[config.mk]
export PLATFORM = sky130hd
export DESIGN_NAME = sync_shift_port
export DESIGN_NICKNAME = d
export VERILOG_FILES = /design/src/rtl/ssp_pkg.sv /design/src/rtl/ssp_ctrl.sv /design/src/rtl/ssp_datapath.sv /design/src/rtl/sync_shift_port.sv
export SDC_FILE = /design/constraint.sdc
export NUM_CORES = 1
export LEC_CHECK = 0
export BUFFER_PORTS_ARGS = -buffer_cell sky130_fd_sc_hd__buf_2
export CAP_MARGIN = 30
export CORE_MARGIN = 4
export CORE_UTILIZATION = 55
export CTS_CLUSTER_DIAMETER = 80
export DETAILED_ROUTE_END_ITERATION = 7
export HOLD_SLACK_MARGIN = 0.1
export PLACE_DENSITY = 0.8
export REMOVE_ABC_BUFFERS = 1
export SYNTH_ARGS = -nofsm -noshare
export SYNTH_HDL_FRONTEND = slang
export SYNTH_SLANG_ARGS = --single-unit
[constraint.sdc]
create_clock -name clk -period 3.45 [get_ports clk]
set_clock_uncertainty 0.2 [all_clocks]
set_input_delay 0.345 -clock clk [delete_from_list [all_inputs] [get_ports clk]]
set_output_delay 0.345 -clock clk [all_outputs]
set_load 0.005 [all_outputs]
[src/rtl/ssp_pkg.sv]
package ssp_pkg;
  typedef struct packed {
    logic loadTx;
    logic shiftTx;
    logic sampleRx;
    logic doneTx;
    logic doneRx;
  } sspStrobes_t;
endpackage

[src/rtl/ssp_ctrl.sv]
module ssp_ctrl
  import ssp_pkg::*;
#(
  parameter int DIV  = 12,
  parameter int BITS = 8
) (
  input  logic        clk,
  input  logic        rstN,
  input  logic        wrData,
  input  logic        rxEnable,
  input  logic        rxDone,
  output sspStrobes_t strb,
  output logic        txActive,
  output logic        rxActive,
  output logic        sclOut
);
  localparam int HALF = DIV / 2;
  localparam int PW   = $clog2(DIV);
  localparam int BW   = (BITS > 1) ? $clog2(BITS) : 1;

  typedef enum logic [1:0] {IDLE, TX, RX} portState_t;

  portState_t       state;
  logic [PW-1:0]    phase;
  logic [BW-1:0]    bitIdx;
  logic             startTx, startRx, periodEnd, lastBit;

  always_comb begin
    startTx       = (state == IDLE) && wrData;
    startRx       = (state == IDLE) && !wrData && rxEnable && !rxDone;
    periodEnd     = (phase == PW'(DIV - 1));
    lastBit       = (bitIdx == BW'(BITS - 1));
    strb.loadTx   = startTx;
    strb.shiftTx  = (state == TX) && periodEnd;
    strb.doneTx   = (state == TX) && periodEnd && lastBit;
    strb.sampleRx = (state == RX) && (phase == PW'(HALF - 1));
    strb.doneRx   = (state == RX) && lastBit && (phase == PW'(HALF));
    txActive      = (state == TX);
    rxActive      = (state == RX);
    sclOut        = (state == IDLE) || (phase >= PW'(HALF));
  end

  always_ff @(posedge clk) begin
    if (!rstN) begin
      state  <= IDLE;
      phase  <= '0;
      bitIdx <= '0;
    end else begin
      unique case (state)
        IDLE: begin
          phase  <= '0;
          bitIdx <= '0;
          if (startTx)      state <= TX;
          else if (startRx) state <= RX;
        end
        TX: begin
          if (periodEnd) begin
            phase  <= '0;
            bitIdx <= bitIdx + 1'b1;
            if (lastBit) state <= IDLE;
          end else begin
            phase <= phase + 1'b1;
          end
        end
        RX: begin
          if (strb.doneRx) begin
            state <= IDLE;
            phase <= '0;
          end else if (periodEnd) begin
            phase  <= '0;
            bitIdx <= bitIdx + 1'b1;
          end else begin
            phase <= phase + 1'b1;
          end
        end
        default: state <= IDLE;
      endcase
    end
  end
endmodule

[src/rtl/ssp_datapath.sv]
module ssp_datapath
  import ssp_pkg::*;
#(
  parameter int BITS = 8
) (
  input  logic            clk,
  input  logic            rstN,
  input  sspStrobes_t     strb,
  input  logic            txActive,
  input  logic [BITS-1:0] wrByte,
  input  logic            sdaIn,
  input  logic            clrTxDone,
  input  logic            clrRxDone,
  input  logic            intEnable,
  output logic [BITS-1:0] rdData,
  output logic            txDone,
  output logic            rxDone,
  output logic            irq,
  output logic            sdaPullLow
);
  logic [BITS-1:0] shiftReg;
  logic [BITS-1:0] txHold;

  always_ff @(posedge clk) begin
    if (!rstN) begin
      shiftReg <= '1;
      txHold   <= '0;
      rdData   <= '0;
      txDone   <= 1'b0;
      rxDone   <= 1'b0;
    end else begin
      if (strb.loadTx) begin
        shiftReg <= wrByte;
        txHold   <= wrByte;
      end else if (strb.shiftTx) begin
        shiftReg <= {1'b1, shiftReg[BITS-1:1]};
      end else if (strb.sampleRx) begin
        shiftReg <= {sdaIn, shiftReg[BITS-1:1]};
      end
      if (strb.doneTx)      rdData <= txHold;
      else if (strb.doneRx) rdData <= shiftReg;
      txDone <= strb.doneTx | (txDone & ~clrTxDone);
      rxDone <= strb.doneRx | (rxDone & ~clrRxDone);
    end
  end

  assign sdaPullLow = txActive & ~shiftReg[0];
  assign irq        = intEnable & (txDone | rxDone);
endmodule

[src/rtl/sync_shift_port.sv]
module sync_shift_port
  import ssp_pkg::*;
#(
  parameter int DIV  = 12,
  parameter int BITS = 8
) (
  input  logic            clk,
  input  logic            rstN,
  input  logic            wrData,
  input  logic [BITS-1:0] wrByte,
  input  logic            rxEnable,
  input  logic            intEnable,
  input  logic            clrTxDone,
  input  logic            clrRxDone,
  output logic [BITS-1:0] rdData,
  output logic            txDone,
  output logic            rxDone,
  output logic            irq,
  input  logic            sdaIn,
  output logic            sdaPullLow,
  output logic            sclOut
);
  sspStrobes_t strb;
  logic        txActive, rxActive;

  ssp_ctrl #(.DIV(DIV), .BITS(BITS)) u_ctrl (
    .clk(clk), .rstN(rstN), .wrData(wrData), .rxEnable(rxEnable),
    .rxDone(rxDone), .strb(strb), .txActive(txActive),
    .rxActive(rxActive), .sclOut(sclOut)
  );

  ssp_datapath #(.BITS(BITS)) u_dp (
    .clk(clk), .rstN(rstN), .strb(strb), .txActive(txActive),
    .wrByte(wrByte), .sdaIn(sdaIn), .clrTxDone(clrTxDone),
    .clrRxDone(clrRxDone), .intEnable(intEnable), .rdData(rdData),
    .txDone(txDone), .rxDone(rxDone), .irq(irq), .sdaPullLow(sdaPullLow)
  );
endmodule

## Yosys cells after proc, flatten, opt, wreduce, memory -nomap -nowiden

Cells that the tools add are included.

- Register bits after elaboration: 35
- Input port bits: 16
- Output and inout port bits: 13
- Logic and storage cells: 67

- Bitwise gates (word level): 10
- Eq/ne operators: 11
- Muxes and demuxes: 17
- Order comparisons: 1
- Add/subtract/negate cells: 2
- Reductions and logical operators: 18

Operator list:

| cell | count |
|---|---|
| $mux 8 | 5 |
| $pmux 4 s3 | 1 |
| $mux 2 | 5 |
| $logic_and 1x1->1 | 9 |
| $pmux 3 s3 | 1 |
| $eq 4x3->1 const B | 2 |
| $mux 4 | 2 |
| $mux 3 | 2 |
| $ne 2x2->1 const B | 3 |
| $pmux 2 s3 | 1 |
| $reduce_bool 3->1 | 2 |
| $add 4x1->4 const B | 1 |
| $and 1x1->1 | 4 |
| $eq 4x4->1 const B | 1 |
| $ge 4x3->1 const B | 1 |
| $reduce_and 4->1 | 1 |
| $add 3x1->3 const B | 1 |
| $eq 3x3->1 const B | 1 |
| $ne 3x1->1 const B | 1 |
| $not 1->1 | 3 |
| $or 1x1->1 | 3 |
| $eq 2x1->1 const B | 1 |
| $eq 2x2->1 const B | 1 |
| $logic_not 1->1 | 2 |
| other kinds (5) | 5 |

## Depth between registers and ports, before layout

- Depth in word-level cells: 7
- Mapped depth: 7
- Mapped depth without buffers: 6

## Hierarchy

Synthesis repeated with hierarchy kept, for this count alone.

- Cells, all modules: 203
- Area total of the unflattened synthesis: 1855.5 µm²

By module, submodules not included:

| module | seq. area each (µm²) | area an instance (µm²) | cells an instance | instances |
|---|---|---|---|---|
| ssp_datapath | 520.5 | 1168.6 | 123 | 1 |
| ssp_ctrl | 180.2 | 686.9 | 80 | 1 |

## Least setup slack after synthesis

OpenSTA, ideal clock, no wires.

- Path kind: register to register
- Start point: register u_ctrl.bitIdx[0]
- End point: register u_ctrl.phase[0]
- Buffers on the path: 0
- Path slack: 1.522 ns
- Library setup time: 0.070 ns
- Data required time: 3.180 ns
- Period minus slack after synthesis: 1.928 ns
- Arrival time: 1.657 ns
- Cell stages (with the launch flop): 7
- Path through: dfxtp_1 ha_1 ha_1 and4b_4 a221o_1 or3_1 a21oi_1

- Word-level cells in the longest chain between the ends: 5

RTL lines:

| item | RTL line | RTL |
|---|---|---|
| start: declaration | ssp_ctrl.sv:25 | `logic [BW-1:0] bitIdx;` |
| start signal: assignment | ssp_ctrl.sv:59 | `bitIdx <= bitIdx + 1'b1;` |
| start signal: assignment | ssp_ctrl.sv:71 | `bitIdx <= bitIdx + 1'b1;` |
| $eq 3x3->1 | ssp_ctrl.sv:32 | `lastBit = (bitIdx == BW'(BITS - 1));` |
| $logic_and 1x1->1 (2 in a row) | ssp_ctrl.sv:37 | `strb.doneRx = (state == RX) && lastBit && (phase == PW'(HALF));` |
| $mux 4 | ssp_ctrl.sv:66 | `if (strb.doneRx) begin` |
| $pmux 4 s3 | ssp_ctrl.sv:49 | `unique case (state)` |
| end signal: assignment | ssp_ctrl.sv:62 | `phase <= phase + 1'b1;` |
| end signal: assignment | ssp_ctrl.sv:73 | `phase <= phase + 1'b1;` |
| end: declaration | ssp_ctrl.sv:24 | `logic [PW-1:0] phase;` |

No other way between the ends.
A chain may end at the register's enable or synchronous reset.

## Worst setup path in the final report

- Start point: register u_ctrl.phase[0]
- End point: register u_dp.rdData[5]

- Word-level cells in the longest chain between the ends: 4
- Elaborated cells between the ends (all ways): 7
- Those cells by class: eq/ne: 2; mux: 1; reduce/logical: 4

RTL lines:

| item | RTL line | RTL |
|---|---|---|
| $eq 4x4->1 | ssp_ctrl.sv:31 | `periodEnd = (phase == PW'(DIV - 1));` |
| $logic_and 1x1->1 (2 in a row) | ssp_ctrl.sv:35 | `strb.doneTx = (state == TX) && periodEnd && lastBit;` |
| $mux 8 / $reduce_bool 2->1 (equally long branches) | n/a |  |
| end signal: assignment | ssp_datapath.sv:40 | `if (strb.doneTx) rdData <= txHold;` |
| end signal: assignment | ssp_datapath.sv:41 | `else if (strb.doneRx) rdData <= shiftReg;` |
| end: declaration | ssp_datapath.sv:15 | `output logic [BITS-1:0] rdData,` |

Several ways; a longest one is shown, not always the timed one.

==> results.toml <==
[run_status]
outcome = "finished clean"

[run]
drv_cap = 0

[sta]
setup_slack_ns = 1.18
hold_viol = 0
maxSlewViolCount = 0
tightest_slew_ns = 0.710
min_period_over_period = 0.657
slew_headroom = 0.526
rsz0062_at_grt = "false"
setup_violations = 0
fin_setup_tns_ns = 0
min_period_ns = 2.27
max_freq_ghz = 0.441

[global_route]
grt_pass1_vias = 1486
grt_overflow = 0
grt_pass1_wl_um = 6490
track_usage = 0.204
antenna_found_initial = 0
grt_start_max_net_pins = 24

[drt]
drc = 0
drt_iter0_drc = 87
firstDrtPassIters = 4
viasPerCell = 5.81
m1WireLength_um = 1680
dr_total_vias = 1482
dr_wl_met3_um = 82
detail_route.wl_per_cell_um = 15.2
ant_nets = 0
top_layer = "met4"
dr_wl_met2_um = 2010
finalWirelength_um = 3880

[clock_network]
cts_resized = 0
root_buffer = "clkbuf_4"
ctsHoldBuffers = 10
cts_tree = "done"
htreeDepth = 2
clk_latency_ns = 0.34
clock-sinks = 35
clock_path_buffers = 2
clk_pin_slew_ns = 0.10
cts_buffers = 5
cts_setup_buffers = 0

[logic_synthesis]
synth_area_um2 = 1680
syn_inst = 190
yosys_warnings = 0
ys_seq_area_frac = 0.417
synth_seq_cells = 35
synth_cell_types = 34
avgSynthCellArea_um2 = 8.84

[setup_path]
r2r-start = "u_ctrl.phase[0]"
cp-start-kind = "register"
path_class = "register to register"
critical_path.cell_chain = "ha_1 > nor2b_1 > nand4_1 > o21ai_0 > a21oi_1"
slowest_delay_ns = 0.54
crit_arrival_ns = 2.27
cp-startpoint = "u_ctrl.phase[0]"
crit_fanout = 17
cpMaxStageDelayCell = "nand4_1"
cp-end-kind = "register"
required_ns = 3.45

[placed_design]
placed_area_um2 = 1810
place_ws_ns = 1.23
place_congestion = 0.800
dp_hpwl_um = 2630
port_buffers = 28
placed_cells = 238

[final_layout]
diodes = 0
mostFrequentLayoutCells = "dfxtp_1, a21oi_1, buf_2"
area_growth_pct = 17.0
fin_cells = 255
drive_gt1_frac = 0.179
fin_nets = 249
final_common_cell = "dfxtp_1"
postLayoutCellArea_um2 = 1960

[die]
dieArea_um2 = 4000
die_h_um = 63.3
ios = 29
die_x_um = 63.3
start_util = 0.594
rows = 19
core_area_um2 = 2830

[power_and_ir_drop]
p_total_mw = 1.08
peakVddDrop_mv = 0.479
power.leakage_nw = 0.880
power_density_nw_per_um2 = 548

[worst_hold_path]
min-delay-start = "sdaIn"
hold_path.class = "primary input to register"
-- sequential cells by signal (all words and copies together) (netlist names) --
signal         flops
u_dp.shiftReg      8
u_ctrl.state       2
u_dp.txHold        8
u_ctrl.phase       4
u_dp.txDone        1
u_dp.rdData        8
u_dp.rxDone        1
u_ctrl.bitIdx      3
-- stage by stage --
step / util / hold slack, ns
CTS: 0.694 / 0.115
floorplan: - / 0.217
global route: 0.694 / 0.154
detailed placement: 0.639 / 0.249
global placement: 0.639 / 0.242
finish: 0.694 / 0.118
-- routing by layer --
metal	vias to the layer above	track usage
li1	741	-
met1	708	0.230
met2	23	0.360
met3	10	0.0391
met4	0	0.113
met5	-	0
-- path summary, 6_finish.rpt --
path | cells past startpoint | slack, ns | endpoint
max | 5 | 1.18 | u_dp.rdData[5]
min reg2reg | 2 | 0.26 | u_dp.txHold[6]
max reg2reg | 5 | 1.18 | u_dp.rdData[5]
min | 3 | 0.12 | u_dp.shiftReg[7]
-- report_power, final --
group | switching [mW] | internal [mW] | total, mW
sequential | 0.0429 | 0.461 | 0.504
clock | 0.133 | 0.0944 | 0.228
combinational | 0.212 | 0.134 | 0.346
-- synthesized netlist by cell type --
cell type   n  area share
dfxtp_1    35        0.42
ha_1        9       0.067
o221ai_1    1      0.0052
nand3b_4    1       0.012
o21bai_1    1      0.0045
buf_2       1      0.0030
nand4_1     3       0.011
nor3_1      7       0.021
inv_1       6       0.013
or3_1       2      0.0075
or4b_1      1      0.0060
nand4b_1    4       0.021
buf_4       2      0.0089
nor2_1      3      0.0067
a21oi_1    30       0.089
a22oi_1     1      0.0045
nor2b_1     3       0.011
a221oi_1    1      0.0052
a31o_2      1      0.0052
and2_1      1      0.0037
and3_1      1      0.0037
o21a_1      1      0.0045
a221oi_2    1      0.0089
and4b_4     1      0.0082
a221o_1     1      0.0060
mux2i_1    15       0.089
clkbuf_1    8       0.018
nor3b_1     1      0.0045
o21ai_0    14       0.042
o21ai_4     1      0.0097
nand2_1    27       0.060
nand2b_1    3       0.011
a21o_1      1      0.0045
nand3_1     2      0.0060
-- area by class of cell --
cell class / instances / area, µm²
inverter: 6 / 22.5
fill: 241 / 865
multi-input combinational: 138 / 906
tap: 31 / 38.8
timing repair buffer: 38 / 240
sequential: 35 / 701
clock inverter: 1 / 5.00
clock buffer: 6 / 51.3
-- critical path, delay by kind of cell (launching register included) --
family          cells  cell delay, ns
compound gates      2            0.46
simple gates        2            0.75
fa+ha+maj           1            0.30
flops               1            0.43
-- cells by family after synthesis --
| group | Yosys count | share of synthesized area |
|---|---|---|
| multiplexers | 15 | 0.0894 |
| adder cells (fa/ha/maj) | 9 | 0.0671 |
| buffers and inverters | 17 | 0.0432 |
| AND/OR/NAND/NOR | 60 | 0.194 |
| AO/OA/AOI/OAI | 54 | 0.189 |
| flip-flops | 35 | 0.417 |
Note: power is estimated with default switching activity, not from simulation.
